$ cat src/rtl/dcms_pkg.sv
package dcms_pkg;

  // Controls of the memories whose owner is switched between the two CPUs.
  typedef struct packed {
    logic rom_ce_n;
    logic rom_oe_n;
    logic rom_a12;
    logic cram_cs_n;
    logic cram_oe_n;
    logic cram_we_n;
  } shared_ctl_t;

  localparam int SHARED_W = $bits(shared_ctl_t);

  localparam shared_ctl_t SHARED_IDLE = '{
    rom_ce_n:  1'b1,
    rom_oe_n:  1'b1,
    rom_a12:   1'b1,
    cram_cs_n: 1'b1,
    cram_oe_n: 1'b1,
    cram_we_n: 1'b1
  };

  // Read qualified by request; a low write strobe suppresses it.
  function automatic logic read_ok(input logic req_n, input logic rd_n,
                                   input logic wr_n);
    return !req_n && !rd_n && wr_n;
  endfunction

  function automatic logic write_ok(input logic req_n, input logic wr_n);
    return !req_n && !wr_n;
  endfunction

endpackage

$ cat src/rtl/dcms_main_ctrl.sv
module dcms_main_ctrl
  import dcms_pkg::*;
#(
  parameter logic MAIN_A12_LEVEL = 1'b1
) (
  input  logic        rom_req_n,
  input  logic        cram_req_n,
  input  logic        rd_n,
  input  logic        wr_n,
  input  logic        sub_rst_n,
  input  logic        sub_ack_n,
  output shared_ctl_t ctl,
  output logic        grant
);

  logic grant_n;

  assign grant   = !cram_req_n && sub_rst_n && !sub_ack_n;
  assign grant_n = !grant;

  always_comb begin
    ctl           = SHARED_IDLE;
    ctl.rom_ce_n  = rom_req_n;
    ctl.rom_oe_n  = !read_ok(rom_req_n, rd_n, wr_n);
    ctl.rom_a12   = MAIN_A12_LEVEL;
    ctl.cram_cs_n = grant_n;
    ctl.cram_oe_n = !read_ok(grant_n, rd_n, wr_n);
    ctl.cram_we_n = !write_ok(grant_n, wr_n);
  end

endmodule

$ cat src/rtl/dcms_sub_decode.sv
module dcms_sub_decode
  import dcms_pkg::*;
#(
  parameter int TAG_W     = 5,
  parameter int PAGE_W    = 3,
  parameter int A12_IDX   = 1,
  parameter int N_BANKS   = 4,
  parameter int TAG_BASE  = 8,
  parameter logic [PAGE_W-1:0] ROM_PAGE  = '0,
  parameter logic [PAGE_W-1:0] CRAM_PAGE = PAGE_W'(1)
) (
  input  logic [TAG_W-1:0]   tag,
  input  logic               mreq_n,
  input  logic               rd_n,
  input  logic               wr_n,
  output shared_ctl_t        ctl,
  output logic [N_BANKS-1:0] bank_cs_n,
  output logic               bank_oe_n,
  output logic               bank_we_n,
  output logic               rom_hit,
  output logic               cram_hit
);

  logic [PAGE_W-1:0]  page;
  logic [N_BANKS-1:0] bank_hit;
  logic               rd_q;
  logic               wr_q;
  logic               any_bank;

  assign page     = tag[TAG_W-1 -: PAGE_W];
  assign rom_hit  = (page == ROM_PAGE);
  assign cram_hit = (page == CRAM_PAGE);
  assign rd_q     = read_ok(mreq_n, rd_n, wr_n);
  assign wr_q     = write_ok(mreq_n, wr_n);

  for (genvar k = 0; k < N_BANKS; k++) begin : g_bank
    localparam logic [TAG_W-1:0] BANK_TAG = TAG_W'(TAG_BASE + k);
    assign bank_hit[k]  = (tag == BANK_TAG);
    assign bank_cs_n[k] = !(bank_hit[k] && (rd_q || wr_q));
  end

  assign any_bank  = |bank_hit;
  assign bank_oe_n = !(any_bank && rd_q);
  assign bank_we_n = !(any_bank && wr_q);

  always_comb begin
    ctl           = SHARED_IDLE;
    ctl.rom_ce_n  = !rom_hit;
    ctl.rom_oe_n  = !(rom_hit && rd_q);
    ctl.rom_a12   = tag[A12_IDX];
    ctl.cram_cs_n = !cram_hit;
    ctl.cram_oe_n = !(cram_hit && rd_q);
    ctl.cram_we_n = !(cram_hit && wr_q);
  end

endmodule

$ cat src/rtl/dcms_src_mux.sv
module dcms_src_mux #(
  parameter int W = 6
) (
  input  logic         sel_b,
  input  logic [W-1:0] in_a,
  input  logic [W-1:0] in_b,
  output logic [W-1:0] out
);

  for (genvar i = 0; i < W; i++) begin : g_bit
    assign out[i] = sel_b ? in_b[i] : in_a[i];
  end

endmodule

$ cat src/rtl/dual_cpu_mem_select.sv
module dual_cpu_mem_select
  import dcms_pkg::*;
#(
  parameter int ADDR_W  = 16,
  parameter int BANK_LSB = 11,
  parameter int ROM_A_BIT = 12,
  parameter int PAGE_W  = 3,
  parameter int N_BANKS = 4,
  parameter logic [ADDR_W-1:0] BANK_BASE_ADDR = 16'h4000,
  localparam int TAG_W  = ADDR_W - BANK_LSB
) (
  input  logic               src_sub,
  input  logic               m_rom_req_n,
  input  logic               m_cram_req_n,
  input  logic               m_rd_n,
  input  logic               m_wr_n,
  input  logic               sub_rst_n,
  input  logic               sub_ack_n,
  input  logic [TAG_W-1:0]   s_addr_hi,
  input  logic               s_mreq_n,
  input  logic               s_rd_n,
  input  logic               s_wr_n,
  output logic               rom_ce_n,
  output logic               rom_oe_n,
  output logic               rom_a12,
  output logic               cram_cs_n,
  output logic               cram_oe_n,
  output logic               cram_we_n,
  output logic [N_BANKS-1:0] bank_cs_n,
  output logic               bank_oe_n,
  output logic               bank_we_n
);

  localparam int TAG_BASE = int'(BANK_BASE_ADDR >> BANK_LSB);
  localparam int A12_IDX  = ROM_A_BIT - BANK_LSB;

  // Named internal events, also observed by the bound checker.
  shared_ctl_t main_ctl;
  shared_ctl_t sub_ctl;
  shared_ctl_t muxed_ctl;
  logic        main_grant;
  logic        sub_rom_hit;
  logic        sub_cram_hit;

  dcms_main_ctrl #(
    .MAIN_A12_LEVEL(1'b1)
  ) u_main (
    .rom_req_n (m_rom_req_n),
    .cram_req_n(m_cram_req_n),
    .rd_n      (m_rd_n),
    .wr_n      (m_wr_n),
    .sub_rst_n (sub_rst_n),
    .sub_ack_n (sub_ack_n),
    .ctl       (main_ctl),
    .grant     (main_grant)
  );

  dcms_sub_decode #(
    .TAG_W   (TAG_W),
    .PAGE_W  (PAGE_W),
    .A12_IDX (A12_IDX),
    .N_BANKS (N_BANKS),
    .TAG_BASE(TAG_BASE)
  ) u_sub (
    .tag      (s_addr_hi),
    .mreq_n   (s_mreq_n),
    .rd_n     (s_rd_n),
    .wr_n     (s_wr_n),
    .ctl      (sub_ctl),
    .bank_cs_n(bank_cs_n),
    .bank_oe_n(bank_oe_n),
    .bank_we_n(bank_we_n),
    .rom_hit  (sub_rom_hit),
    .cram_hit (sub_cram_hit)
  );

  dcms_src_mux #(
    .W(SHARED_W)
  ) u_mux (
    .sel_b(src_sub),
    .in_a (main_ctl),
    .in_b (sub_ctl),
    .out  (muxed_ctl)
  );

  assign rom_ce_n  = muxed_ctl.rom_ce_n;
  assign rom_oe_n  = muxed_ctl.rom_oe_n;
  assign rom_a12   = muxed_ctl.rom_a12;
  assign cram_cs_n = muxed_ctl.cram_cs_n;
  assign cram_oe_n = muxed_ctl.cram_oe_n;
  assign cram_we_n = muxed_ctl.cram_we_n;

endmodule

$ cat config.mk
export PLATFORM = sky130hd
export DESIGN_NAME = dual_cpu_mem_select
export DESIGN_NICKNAME = d
export VERILOG_FILES = /design/src/rtl/dcms_pkg.sv /design/src/rtl/dcms_main_ctrl.sv /design/src/rtl/dcms_sub_decode.sv /design/src/rtl/dcms_src_mux.sv /design/src/rtl/dual_cpu_mem_select.sv
export SDC_FILE = /design/constraint.sdc
export NUM_CORES = 1
export LEC_CHECK = 0
export BUFFER_PORTS_ARGS = -buffer_cell sky130_fd_sc_hd__buf_2
export CORE_AREA = 2 2 39 41
export DETAILED_ROUTE_END_ITERATION = 7
export DIE_AREA = 0 0 41 43
export GPL_ROUTABILITY_DRIVEN = 0
export GPL_TIMING_DRIVEN = 0
export PLACE_DENSITY = 0.41
export SYNTH_ARGS = -nofsm -noshare
export SYNTH_HDL_FRONTEND = slang
export SYNTH_SLANG_ARGS = --single-unit
$ cat constraint.sdc
create_clock -name vclk -period 1
set_input_delay 0.05 -clock vclk [all_inputs]
set_output_delay 0.05 -clock vclk [all_outputs]
set_load 0.05 [all_outputs]
* Word-level counts from Yosys, hierarchy flattened *
Index checks and enable logic that the tools add are counted.

word-level totals
  register bits after elaboration = 0
  latch bits = 0
  RAM bits = 0
  memory bits (read-only) = 0
  input bits = 15
  output and inout port bits = 12
  word-level logic and storage cells = 56
  memories = 0

operators by class
  $add $sub $neg = 0
  $mul = 0
  div/mod/pow operators = 0
  order comparisons = 0
  eq/ne operators = 5
  shifts and indexed selects = 0
  mux-type cells = 6
  bitwise logic cells = 0
  reduce and logical (&&, ||, !) cells = 45

operator list
  cell                                                              count
  1-bit zero test                                                   23
  5-bit by 4-bit == test with 1-bit output (second input constant)  4
  1-bit logical AND                                                 19
  1-bit 2-to-1 mux                                                  6
  4-bit OR reduction                                                1
  3-bit by 1-bit == test with 1-bit output (second input constant)  1
  3-bit zero test                                                   1
  1-bit logical OR                                                  1

* Longest topological paths before layout *
  depth in word-level cells = 7
  mapped depth = 2
  gate-level depth less buffers = 2

* Modules after synthesis *
Synthesis repeated with hierarchy kept, for this count alone.

second synthesis, totals
  cell total of the unflattened synthesis = 34
  area, all modules = 289.0 µm²

modules (own cells, without submodules)
  module           times used  cells an instance  area an instance (µm²)
  dcms_sub_decode  1           18                 116.4
  dcms_src_mux     1           7                  101.3
  dcms_main_ctrl   1           9                  71.3

* Worst setup path before layout *
OpenSTA, ideal clock, no wires.

  path type = in2out
  from = input port s_addr_hi[3]
  to = output port cram_oe_n
  data arrival time = 1038 ps
  required time = 950 ps
  path slack = -88 ps
  cell stages on the path = 2
  buffers on the path = 0
  cells stage by stage = and4bb_1 -> o22ai_1

on the way
  cells in the longest elaborated chain, start to end = 4

ends and longest elaborated chain
  item                                      RTL line                   RTL
  start: declaration                        dual_cpu_mem_select.sv:19  input logic [TAG_W-1:0] s_addr_hi,
  3-bit by 1-bit == test with 1-bit output  dcms_sub_decode.sv:32      assign cram_hit = (page == CRAM_PAGE);
  1-bit logical AND                         dcms_sub_decode.sv:52      ctl.cram_oe_n = !(cram_hit && rd_q);
  1-bit zero test                           dcms_sub_decode.sv:52
  1-bit 2-to-1 mux                          dcms_src_mux.sv:11         assign out[i] = sel_b ? in_b[i] : in_a[i];
  end: declaration                          dual_cpu_mem_select.sv:27  output logic cram_oe_n,

Every way passes these cells.

* Final worst setup path *
  from = input port s_mreq_n
  to = output port bank_cs_n[1]

on the way
  cells in the longest elaborated chain, start to end = 6
  elaborated cells on any way between the ends = 7

ends and longest elaborated chain
  item                            RTL line                        RTL
  start: declaration              dual_cpu_mem_select.sv:20       input logic s_mreq_n,
  1-bit zero test (*)             dcms_pkg.sv:27, dcms_pkg.sv:31
  1-bit logical AND (2 in a row)  dcms_pkg.sv:27                  return !req_n && !rd_n && wr_n;
  1-bit logical OR (*)            dcms_sub_decode.sv:39           assign bank_cs_n[k] = !(bank_hit[k] && (rd_q || wr_q));
  1-bit logical AND (*)           dcms_sub_decode.sv:39
  1-bit zero test (*)             dcms_sub_decode.sv:39
  end: declaration                dual_cpu_mem_select.sv:29       output logic [N_BANKS-1:0] bank_cs_n,

Every way passes the cells marked *; elsewhere a longest branch is shown, timed or not.

==> results.md <==
- The flow ran to the end, and the final reports show no timing, DRC or antenna violations.
- Across the run, the number of max-cap violations was 0.
- The most common library cell in the layout ignoring fill and taps is sky130_fd_sc_hd__buf_2.
- Across the whole layout, storage elements account for 0 um^2.
- After synthesis, the mean cell area works out to 8.00 um^2.
- The slowest cell on the critical path is sky130_fd_sc_hd__nor4b_4.
- The number of buffers inserted by port buffering is 27.
- The flip-flop and latch count is 0.
- The full die area is 1760 um^2.
- The critical path data required time is 950 ps.
- The cell family with the largest share of critical-path delay is simple AND/OR/NAND/NOR gates.
- In the final layout, the multi-input gates occupy 213 um^2.
- The initial antenna violation count is 0.
- The proportion of layout cells with a drive suffix above 1 is 0.640.
- The top cell types in the final layout, fill and taps aside, are 18 x sky130_fd_sc_hd__buf_2, 5 x sky130_fd_sc_hd__nor2_1, 4 x sky130_fd_sc_hd__buf_6, 3 x sky130_fd_sc_hd__nor4b_4, 3 x sky130_fd_sc_hd__buf_4.
- The global-route wire length before repair is 1040 um.
- The number of hold violations in the final report is 0.
- For this run, the post-layout net count is 67.
- For this run, global-route usage on met3 was measured as 0.0105.
- The via count of the first global-routing pass was 246.
- The standard-cell row count is 14.
- The startpoint-to-endpoint class of the critical path is in -> out.
- met2 is the most crowded layer.
- The net count of the mapped netlist is 38.
- Setup repair after global routing could not meet its margin everywhere.
- Counting I/O delays and the setup requirement, the final critical path takes 960 ps.
- The worst hold path was traced through 4 stages.
- The detailed router placed 311 vias in this run.
- The biggest cell delay along the critical path is 400 ps.
- For this block, the initial DRC count from the detailed router was 4.
- For this run, design rule violations remaining after detail routing come to 0.
- From synthesis to final layout, the design area changed by 124%.
- During synthesis, Yosys emitted a total of 0 warnings.
- The worst hold path terminates at bank_cs_n[3].
- Dividing total power by cell area gives a power density of 383 nW/um^2.
- In this run the horizontal extent of the chip is 41 um.
- The number of antenna repair diodes is 0.
- After floorplanning, the core was sized to cover 1380 um^2.
- The largest net degree at the start of global routing is 10.
- Together, buffers and inverters on the worst path number 2.
- The number of clock buffers in the layout is 0.
- The number of filler instances in the final layout is 161.
- The maximum fanout along the worst path is 6.
- The type of the tightest min-delay check is in -> out.
- The worst voltage drop across the vdd grid is 154 uV.
- The total wirelength of the detailed-routed design is 778 um.
- The count of cell types in the netlist is 12.
- The sum of negative setup slack is 0 ps.
- The final-report max-slew violation count came to 0.
- Global routing finished with a remaining overflow of 0.
- The routed via count divided by cell count is 4.71.
- The pre-antenna-repair detailed-routing pass consisted of 4 iterations.
- Across every metal layer, demand over resource in global routing totals 0.0789.
- In the global route stage, met2 resource usage came out at 0.131.
- The element type at the critical path end is an output pin.
- The number of endpoints failing setup at the final stage is 0.
- The worst path arrival time is 910 ps.
- Dividing the detail-routed wire length by the instance count gives 11.8 um.
- The hold path startpoint is s_mreq_n.
- Summed over all cells, the static leakage comes to 0.181 nW.
- The starting utilization of the core area is 0.133.
- The transition time at the pin with the least slew margin is 369 ps.
- The cell area after synthesis is 184 um^2.
- The critical path goes through buf_8 -> nor4b_4 -> nand4b_1 -> buf_6.
- The number of cells produced by synthesis is 23.
- For this run, the share of the core covered by cells in the final layout is 0.298.
- In the global route stage, met1 resource usage came out at 0.111.
- The headroom to the max-slew limit is 0.753.
- The floorplan die height is 43 um.
- The upper clock frequency limit is 1.04 GHz.
- STA classifies the critical path startpoint as an input pin.
- The count of nets left with antenna violations once routing finished came out at 0.
- Buffers added to address setup during post-CTS repair amount to 0.
- For this run, the register share of the synthesized area comes to 0.
- Summed over all nets, the half-perimeter wirelength after detailed placement is 583 um.
- The I/O pin count is 27.
- The final critical-path share of the clock period is 0.960.
## where the power goes
part,total [W],internal (W),switching [W]
Sequential,0,0,0
Clock,0,0,0
Combinational,0.000158,0.0000632,0.0000951
Total,0.000158,0.0000632,0.0000951
## worst max path at each step
| stage | cells past startpoint | slack (ps) | startpoint | to |
|---|---|---|---|---|
| floorplan | 2 | -90 | s_addr_hi[3] | cram_oe_n |
| global placement | 4 | -10 | s_addr_hi[4] | bank_cs_n[1] |
| detailed placement | 4 | -2 | s_addr_hi[4] | bank_cs_n[1] |
| CTS | 4 | 0.5 | s_addr_hi[2] | bank_cs_n[2] |
| global route | 4 | -40 | s_mreq_n | bank_cs_n[3] |
| finish | 4 | 40 | s_mreq_n | bank_cs_n[1] |
## per-stage QoR
stage | worst slack, ps | instances | cell area, um^2 | hold WS (ps) | power (W)
floorplan | -88.1 | 23 | 190 | 379 | 0.0000770
global placement | -13.1 | 66 | 345 | 499 | 0.000139
detailed placement | -1.93 | 66 | 345 | 500 | 0.000138
CTS | 0.508 | 66 | 350 | 483 | 0.000140
global route | -39.6 | 66 | 413 | 497 | 0.000170
finish | 39.7 | 66 | 413 | 476 | 0.000158
## metal layers
metal	up-vias	wire, um
li1	150	-
met2	29	320
met4	0	0
met5	-	0
met3	0	136
met1	132	321
## what timing repair did
item                                    CTS  global route
endpoints found under the hold margin     0             0
endpoints found under the setup margin    3             8
gates resized for setup                   2            20
hold buffers                              0             0
pin swaps                                 1             3
## cell families (layout without fill, tap and decap cells)
family / Yosys count / count (layout) / share of synthesized area
compound gates: 3 / 3 / 0.102
buf+inv: 0 / 27 / 0
simple gates: 20 / 20 / 0.898
## layout make-up
| type | instances | area share |
|---|---|---|
| multi-input combinational | 23 | 0.515 |
| timing repair buffer | 27 | 0.436 |
| tap | 16 | 0.0485 |
## cell usage after synthesis
library cell	instances	area, um^2
sky130_fd_sc_hd__nand2b_1	2	12.5
sky130_fd_sc_hd__nor3b_1	2	15.0
sky130_fd_sc_hd__nand2_1	1	3.75
sky130_fd_sc_hd__nand3_1	1	5.00
sky130_fd_sc_hd__o22ai_1	3	18.8
sky130_fd_sc_hd__nor4b_4	1	23.8
sky130_fd_sc_hd__and4bb_1	2	25.0
sky130_fd_sc_hd__nand4b_1	2	17.5
sky130_fd_sc_hd__nor4b_2	2	30.0
sky130_fd_sc_hd__nor2_1	5	18.8
sky130_fd_sc_hd__nand3b_1	1	7.51
sky130_fd_sc_hd__nand4_1	1	6.26
No activity file was read; power rests on OpenSTA's default activity.
